## src/rtl/touch_panel_ctrl.sv

```systemverilog
module touch_panel_ctrl (
  input  logic       clk,
  input  logic       rst_n,
  input  logic [2:0] chan_sel,
  input  logic       ref_single,
  input  logic [1:0] pwr_mode,
  input  logic       start_det,
  input  logic       acq_phase,
  input  logic       hold_phase,
  input  logic       conv_done,
  input  logic       touch,
  output logic       xp_en,
  output logic       xn_en,
  output logic       yp_en,
  output logic       yn_en,
  output logic [1:0] ain_sel,
  output logic       ref_ext,
  output logic       ident,
  output logic       cfg_bad,
  output logic       irq_pull
);

  typedef enum logic [1:0] {ST_IDLE, ST_PRE, ST_ACQ, ST_CONV} stage_t;

  stage_t     stage;
  logic [2:0] chan_q;
  logic       ref_q;
  logic [1:0] pwr_q;
  logic       keep;
  logic       armed;
  logic       cfg_diff;

  assign cfg_diff = (chan_sel != chan_q) || (ref_single != ref_q) || (pwr_mode != pwr_q);

  always_ff @(posedge clk or negedge rst_n) begin
    if (!rst_n) begin
      stage  <= ST_IDLE;
      chan_q <= 3'b000;
      ref_q  <= 1'b1;
      pwr_q  <= 2'b00;
      keep   <= 1'b0;
      armed  <= 1'b1;
    end else begin
      if (start_det) begin
        stage <= ST_PRE;
        armed <= 1'b0;
      end else if (conv_done) begin
        stage <= ST_IDLE;
        armed <= ~pwr_q[0];
      end else if (hold_phase) begin
        stage <= ST_CONV;
        pwr_q <= pwr_mode;
      end else if (acq_phase) begin
        stage  <= ST_ACQ;
        chan_q <= chan_sel;
        ref_q  <= ref_single;
      end

      if (acq_phase && !start_det)
        keep <= 1'b0;
      else if (conv_done && !start_det)
        keep <= (pwr_q == 2'b11);
      else if (stage == ST_IDLE && cfg_diff)
        keep <= 1'b0;
    end
  end

  logic sel_x, sel_y, drv, sense;

  always_comb begin
    ain_sel = 2'd0;
    ident   = 1'b0;
    cfg_bad = 1'b0;
    unique case ({chan_q, ref_q})
      4'b0011, 4'b0010: ain_sel = 2'd0;
      4'b1011, 4'b1010: ain_sel = 2'd1;
      4'b0101:          ain_sel = 2'd2;
      4'b1101:          ain_sel = 2'd3;
      4'b1100: begin
        ain_sel = 2'd3;
        ident   = 1'b1;
      end
      default:          cfg_bad = 1'b1;
    endcase
  end

  assign sel_y   = (chan_q == 3'b001);
  assign sel_x   = (chan_q == 3'b101);
  assign ref_ext = ref_q | ~(sel_x | sel_y);
  assign drv     = (stage == ST_ACQ) || (stage == ST_CONV && !ref_ext) || keep;
  assign sense   = (stage == ST_IDLE) && !keep && !pwr_q[0];

  assign xp_en    = drv & sel_x;
  assign xn_en    = drv & sel_x;
  assign yp_en    = drv & sel_y;
  assign yn_en    = (drv & sel_y) | sense;
  assign irq_pull = armed & touch;

  a_r8_start_disarms: assert property (@(posedge clk) disable iff (!rst_n)
    start_det |=> !irq_pull);

  a_r10_pull_needs_touch: assert property (@(posedge clk) disable iff (!rst_n)
    irq_pull |-> touch);

  a_r4_single_conv_off: assert property (@(posedge clk) disable iff (!rst_n)
    (stage == ST_CONV && ref_q) |-> !(xp_en || xn_en || yp_en || yn_en));

  a_r9_no_rearm: assert property (@(posedge clk) disable iff (!rst_n)
    (conv_done && !start_det && pwr_q[0]) |=> !irq_pull);

  a_r2_bad_no_plate: assert property (@(posedge clk) disable iff (!rst_n)
    (cfg_bad && stage != ST_IDLE) |-> !(xp_en || xn_en || yp_en || yn_en));

  a_r1_x_y_exclusive: assert property (@(posedge clk) disable iff (!rst_n)
    !(xp_en && yp_en));

endmodule

```

## config.mk

```make
export PLATFORM = sky130hd
export DESIGN_NAME = touch_panel_ctrl
export DESIGN_NICKNAME = d
export VERILOG_FILES = /design/src/rtl/touch_panel_ctrl.sv
export SDC_FILE = /design/constraint.sdc
export NUM_CORES = 1
export LEC_CHECK = 0
export ABC_CLOCK_PERIOD_IN_PS = 3050
export BUFFER_PORTS_ARGS = -buffer_cell sky130_fd_sc_hd__buf_2
export CORE_AREA = 2 2 39 41
export DETAILED_ROUTE_END_ITERATION = 10
export DIE_AREA = 0 0 41 43
export GPL_TIMING_DRIVEN = 0
export HOLD_SLACK_MARGIN = 0.05
export PLACE_DENSITY = 0.73
export SLEW_MARGIN = 10
export SYNTH_ARGS = -nofsm -noshare
export SYNTH_HDL_FRONTEND = slang
export SYNTH_SLANG_ARGS = --single-unit
```

## constraint.sdc

```tcl
create_clock -name clk -period 3.05 [get_ports clk]
set_input_delay 0.1525 -clock clk [delete_from_list [all_inputs] [get_ports clk]]
set_output_delay 0.1525 -clock clk [all_outputs]
set_load 0.05 [all_outputs]
```

==> summary.md, run 1 <==
| Metric | Value |
|---|---|
| Post-route DRC violation count | 0 |
| Worst R2R Path Depth | 4 |
| Critical path arrival | 1.59 ns |
| Crit path launch type | register |
| Min-Delay Startpoint | start_det |
| Cell Area, Synth | 576.8 um^2 |
| Max H-tree Level | 1 |
| Synth Area per Inst | 9.945 um^2 |
| Vias in the first global route | 457 |
| Max Cap Violations | 0 |
| Cells after DPL | 96 |
| Row count | 14 |
| Status | finished clean |
| Synth cell count leaders | nor2_1, dfrtp_1, mux2_2, o21ai_0, xor2_1 |
| Core area | 1384 um^2 |
| Crit. End Element | primary output |
| Cell taking the most area after synthesis | dfrtp_1 |
| Hold endpoint | armed |
| Slowest CP cell | dfstp_2 |
| Largest net degree at the start of global routing | 11 |
| Synth Instances | 58 |
| Root Buffer | clkbuf_4 |
| Crit path max fanout | 6 |
| Antenna diodes | 0 |
| Slowest stage delay, CP | 0.59 ns |
| VDD IR max | 0.0002301 V |
| Fill cells | 133 |
| Hold crit path type | primary input to register |
| Vias | 508 |
| Worst r2r src | pwr_q[0] |
| Crit path kind | register to primary output |
| Finished Core Util | 53.44% |
| Sequential share of the synthesized area | 43.82% |
| FMAX | 572.7 MHz |
| IO Port Bufs | 22 |
| Crit path cell chain | a21boi_0 > o21ai_0 > nor2_1 > buf_4 > buf_2 |
| Initial DRC count | 10 |
| CP Data Required Time | 2.90 ns |
| Slew of the pin with the lowest slew margin | 0.3861 ns |
| Slew headroom | 74.07% |
| Synth area leaders | dfrtp_1, mux2_2, dfstp_2 |
| Slew Viols, Final | 0 |
| Share of layout cells above drive strength 1 | 41.67% |
| Post-synthesis register bit count | 10 |
| Clk sink count | 10 |
| Top_reg_cell synth | dfrtp_1 |
| Total CTS buffers | 3 |
| Initial core utilization | 41.68% |
| Clock-pin transition on the worst setup and hold timing paths | 0.06 ns |
| Setup violators final | 0 |
| Final Hold Viols | 0 |
| Final Cycle Share | 57.25% |
| Count of cell types in the netlist | 25 |
| Most common cell in the netlist | nor2_1 |
| Total track usage | 15.16% |
| Post-CTS sizing | 0 |
| Vias per Instance | 5.080 |
| Initial antenna violation count | 0 |
| Ys Warns | 0 |
| Die W | 41 um |
| Die footprint | 1763 um^2 |
| CTS tree | done |
| R2R Path End | keep |
| Setup TNS | 0 ns |
| Hold Path Stages | 2 |
| First-pass GRT wire length | 1.794 mm |
| Share of the synthesized area in the top cell type | 34.71% |
| TritonRoute pass-1 iters | 4 |
| Number of synthesized flops with an enable pin | 0 |
| Area Growth Syn to Fin | 28.20% |
| I/O pins | 23 |
| RSZ-0062 raised after global routing | false |
| GPL Wtd Cong | 0.7101 |
| Clk_lat worst skew | 0.26 ns |
| Syn_nets | 71 |
| Dpl hpwl | 908.9 um |
| Total congestion overflow | 0 |
| Total Wirelength | 1.149 mm |
| Post-route ant nets | 0 |
| Clk_skew | 0.0002581 ns |
| Async SR Flop Fraction | 100.0% |
| Static Leak | 0.3523 nW |
| Min cycle time layout | 1.746 ns |
| Fin cells | 100 |
| Nets@finish | 99 |
| Clock buffer depth | 2 |
| Power density over cell area | 589.0 nW/um^2 |
| Die height | 43 um |
| WL/cell | 11.49 um |
| Setup slack, reg-to-reg | 1.78 ns |
worst max-delay path: cells and delay by family (launching register included):
kind	cells	cell delay [ns]
flops	1	0.59
compound gates	2	0.34
buf+inv	2	0.33
simple gates	1	0.09
area by class of cell:
class	instances	area, um^2	share of cell area, %
repair buffers	23	120.1	16.24
flip-flops and latches	10	252.7	34.18
inverters	3	11.26	1.523
plain buffers	1	7.507	1.015
clock buffers	3	22.52	3.046
well taps	16	20.02	2.707
multi-input cells	44	305.3	41.29
report_power, final:
group          internal, mW  switching, mW
clock                0.0455         0.0423
sequential            0.156         0.0253
combinational        0.0570          0.109
flip-flops by register name, summed over array words and instances (netlist names):
name / flops
keep: 1
ref_q: 1
chan_q: 3
pwr_q: 2
stage: 2
armed: 1
worst max path at each step:
stage               from  endpoint  slack, ns
2_1_floorplan  chan_q[0]     yn_en       1.08
4_1_cts            ref_q     xp_en       1.29
6_report           ref_q     xp_en       1.30
3_3_place_gp       ref_q     xp_en       1.60
5_1_grt            ref_q     xp_en       1.18
3_5_place_dp       ref_q     xp_en       1.57
layer usage:
layer / up-vias / wire length (um) / global-route usage [%]
met5: - / 0 / 0
met4: 0 / 17 / 8.000
met3: 2 / 49 / 3.141
met2: 15 / 567 / 24.06
met1: 234 / 514 / 18.12
li1: 257 / - / -
cell usage in the layout (no fill, tap or decap):
master,n
inv_2,1
inv_1,2
xnor2_1,2
nor2b_1,1
nor4_1,1
nand4_1,1
or4_1,1
dlygate4sd3_1,1
and2_1,1
clkbuf_4,3
nor3_1,1
mux2_2,5
dfstp_2,2
o21ai_0,5
a311oi_1,1
dfrtp_1,8
nand2_1,2
a21oi_1,2
buf_4,1
nor2_1,9
nand2b_1,3
nor4_4,1
o21bai_1,1
xor2_1,4
mux2i_1,1
o31a_1,1
a21boi_0,1
buf_2,22
metrics by stage:
stage                     hold slack [ns]  area, um^2  setup WS, ns  power [mW]
final                              0.1129       739.5         1.304      0.4356
after global routing               0.1168       739.5         1.179      0.4631
after CTS                          0.1129       739.5         1.289      0.4385
after detailed placement          0.02670       706.9         1.572      0.3503
after global placement            0.02498       706.9         1.599      0.3466
after floorplan                   -0.1431       576.8         1.078      0.3058
cell families (layout without fill, tap and decap cells):
family / after synthesis / after routing / synth area share [%]
and+or+nand+nor: 21 / 21 / 20.61
xor gates and xnor gates: 6 / 6 / 9.111
AOI/OAI and AO/OA: 11 / 11 / 11.71
DFF: 10 / 10 / 43.82
muxes: 6 / 6 / 11.50
buffers and inverters: 4 / 30 / 3.254
what timing repair did:
| item | CTS | global route |
|---|---|---|
| setup buffers | 0 | 0 |
| hold buffers | 1 | 0 |
| endpoints found under the hold margin | 10 | 0 |
| setup endpoints to repair | 0 | 0 |
Power figures use the tool's default switching activity.
==> run 2: changes to the inputs <==
Settings changed: ABC_AREA set to 1, ABC_CLOCK_PERIOD_IN_PS 3050 to 1700, CORE_AREA 2 2 39 41 to unset, CORE_MARGIN set to 2, CORE_UTILIZATION set to 46, DIE_AREA 0 0 41 43 to unset, PLACE_DENSITY 0.73 to 0.75.
Clock period 3.05 ns to 1.7 ns, I/O delays scaled along.
==> run 2 against run 1 <==
  * Utilization grew 16 points
  * Via count grew 37%
  * Clock-buffer cell count grew 1
  * Total power grew 100%
  * Register-to-register slack lost 1.4 ns
  * First-iteration DRC count grew 90%
  * Synthesized cell count grew 64%
  * Die area shrank 4.7%
==> summary.md, run 2 <==
| Metric | Value |
|---|---|
| Status | finished clean |
| Root Buffer | clkbuf_4 |
| Hold Path Stages | 3 (+1) |
| Total Wirelength | 1.519 mm (+32%) |
| Async SR Flop Fraction | 100.0% (unchanged) |
| Total CTS buffers | 3 (unchanged) |
| Min cycle time layout | 1.626 ns |
| Clk_lat worst skew | 0.26 ns (about the same) |
| Fill cells | 119 (-11%) |
| Total congestion overflow | 0 (unchanged) |
| First-pass GRT wire length | 2.394 mm (+33%) |
| Synth area leaders | dfrtp_1, nand2_1, inv_1 |
| Crit path launch type | register |
| Area Growth Syn to Fin | 41.15% |
| TritonRoute pass-1 iters | 4 (unchanged) |
| Vias in the first global route | 562 (+23%) |
| Syn_nets | 108 (+52%) |
| WL/cell | 10.70 um (-6.9%) |
| Initial antenna violation count | 0 (unchanged) |
| Clock buffer depth | 2 (unchanged) |
| Worst r2r src | stage[1] |
| Sequential share of the synthesized area | 40.16% (-3.7 points) |
| Slew Viols, Final | 0 (unchanged) |
| Critical path arrival | 1.54 ns (-0.05 ns) |
| Share of the synthesized area in the top cell type | 31.81% (-2.9 points) |
| Clock-pin transition on the worst setup and hold timing paths | 0.06 ns (about the same) |
| Post-route DRC violation count | 0 (unchanged) |
| Core area | 1285 um^2 (-7.1%) |
| Crit path max fanout | 3 (-3) |
| Final Cycle Share | 95.64% |
| Row count | 13 (-1) |
| Synth Area per Inst | 6.625 um^2 (-33%) |
| Max reg flops | 3 (unchanged) |
| Final Hold Viols | 0 (unchanged) |
| CP Data Required Time | 1.62 ns (-1.28 ns) |
| Biggest registers after layout | chan_q x3, pwr_q x2, stage x2 |
| Antenna diodes | 0 (unchanged) |
| CTS tree | done |
| Setup violators final | 0 (unchanged) |
| Static Leak | 0.5128 nW (+46%) |
| Synth Instances | 95 (+64%) |
| Number of synthesized flops with an enable pin | 0 (unchanged) |
| Power density over cell area | 981.4 nW/um^2 (+67%) |
| Top_reg_cell synth | dfrtp_1 |
| IO Port Bufs | 22 (unchanged) |
| Initial core utilization | 48.98% (+7.3 points) |
| Clk sink count | 10 (unchanged) |
| Slowest CP cell | dfstp_2 |
| Slew headroom | 81.45% (+7.4 points) |
| Hold WS | 0.06839 ns (-0.04449 ns) |
| Share of layout cells above drive strength 1 | 35.43% (-6.2 points) |
| Synth cell count leaders | nand2_1, inv_1, nor2_1, dfrtp_1, nand3_1 |
| Max H-tree Level | 1 (unchanged) |
| Cells after DPL | 132 (+38%) |
| GPL Wtd Cong | 0.8049 (+13%) |
| Cell taking the most area after synthesis | dfrtp_1 |
| I/O pins | 23 (unchanged) |
| Worst R2R Path Depth | 3 (-1) |
| Delay-heaviest family, CP | flip-flops |
| FMAX | 615.1 MHz |
| Worst Path Buf+Inv | 4 (+2) |
| Commonest non-fill, non-tap cell in the layout | nand2_1 |
| Crit path kind | register to primary output |
| Crit-path most repeated cell | nand2_1 |
| VDD IR max | 0.0006831 V (+200%) |
| Most common cell in the netlist | nand2_1 |
| R2R Path End | stage[1] |
| Vias per Instance | 4.887 (-3.8%) |
| Vias | 694 (+37%) |
| Slew of the pin with the lowest slew margin | 0.2773 ns (-0.1088 ns) |
| Clk_skew | 0.004559 ns (+0.004301 ns) |
| Fin cells | 142 (+42%) |
| Setup slack, reg-to-reg | 0.42 ns (-1.36 ns) |
| Total track usage | 22.12% (+7.0 points) |
| Die W | 40.99 um (about the same) |
| Max Cap Violations | 0 (unchanged) |
| Largest net degree at the start of global routing | 11 (unchanged) |
| Post-route ant nets | 0 (unchanged) |
| Slowest stage delay, CP | 0.55 ns (-0.04 ns) |
| Count of cell types in the netlist | 17 (-32%) |
| Top reg by flops | chan_q |
| Initial DRC count | 19 (+9) |
| Post-synthesis register bit count | 10 (unchanged) |
| Ys Warns | 0 (unchanged) |
| Cell Area, Synth | 629.4 um^2 (+9.1%) |
| Crit path cell chain | inv_4 > nand2_4 > nand2_1 > nand2_1 > nand2_2 > nand3_2 > clkinvlp_4 > buf_4 > buf_6 |
| Die footprint | 1680 um^2 (-4.7%) |
| Nets@finish | 141 (+42%) |
| Commonest non-fill, non-tap cells in the layout | nand2_1, buf_2, inv_1, nor2_1, dfrtp_1 |
| Die height | 40.99 um (-4.7%) |
| Hold endpoint | ref_q |
| Min-Delay Startpoint | ref_single |
| Dpl hpwl | 1.154 mm (+27%) |
| Finished Core Util | 69.13% (+16 points) |
| Crit. End Element | primary output |
| Power Total | 0.8718 mW (+100%) |
| Hold crit path type | primary input to register |
==> run 2: logic make-up after synthesis <==
family / share of synthesized area, %
compound gates: 11.13
buf+inv: 12.52
flops: 40.16
simple gates: 36.18
==> run 2: repair_timing <==
action | CTS | global route
hold buffers | 3 | 0
buffers inserted | 2 | 1
gates resized for setup | 3 | 4
endpoints found under the setup margin | 2 | 2
cloned | 0 | 0
endpoints found under the hold margin | 11 | 0
==> run 2: area by class of cell <==
cell class	count	area, um^2	area share [%]
multi-input cells	65	320.3	36.06
flip-flops and latches	10	254.0	28.59
repair buffers	28	171.4	19.30
inverters	19	80.08	9.014
clock buffers	4	36.28	4.085
well taps	15	18.77	2.113
plain buffers	1	7.507	0.8451
==> run 2: power by group <==
part,internal [mW],switching (mW),total [mW]
sequential,0.276,0.0348,0.311
combinational,0.111,0.238,0.350
clock,0.130,0.0814,0.211
==> run 2: tightest hold or removal path, cell delays in order <==
cell     delay (ns)
buf_2          0.10
inv_1          0.06
o21ai_1        0.07
==> run 2: per-layer routing <==
layer | global-route usage (%) | share of wire, % | up-vias
met4 | 7.500 | 0.39 | 0
met5 | 0 | 0 | -
met1 | 27.65 | 44 | 320
met3 | 3.261 | 4.1 | 2
li1 | - | - | 356
met2 | 38.28 | 52 | 16
==> run 2: how the worst max path moves through the flow <==
stage | cells past startpoint | to | startpoint
6_report | 9 | xp_en | ref_q
5_1_grt | 11 | xp_en | chan_q[1]
4_1_cts | 10 | xp_en | chan_q[0]
3_5_place_dp | 11 | xp_en | chan_q[1]
3_3_place_gp | 11 | xp_en | chan_q[1]
2_1_floorplan | 3 | ain_sel[0] | chan_q[1]
==> run 2: metrics by stage <==
| stage | worst slack (ns) | setup TNS [ns] | instance area, um^2 |
|---|---|---|---|
| detailed placement | 0.1680 | 0 | 779.5 |
| finish | 0.07419 | 0 | 888.4 |
| CTS | 0.02511 | 0 | 869.6 |
| global route | -0.0004774 | -0.0004774 | 888.4 |
| global placement | 0.2193 | 0 | 779.5 |
| floorplan | -0.01555 | -0.01555 | 650.6 |
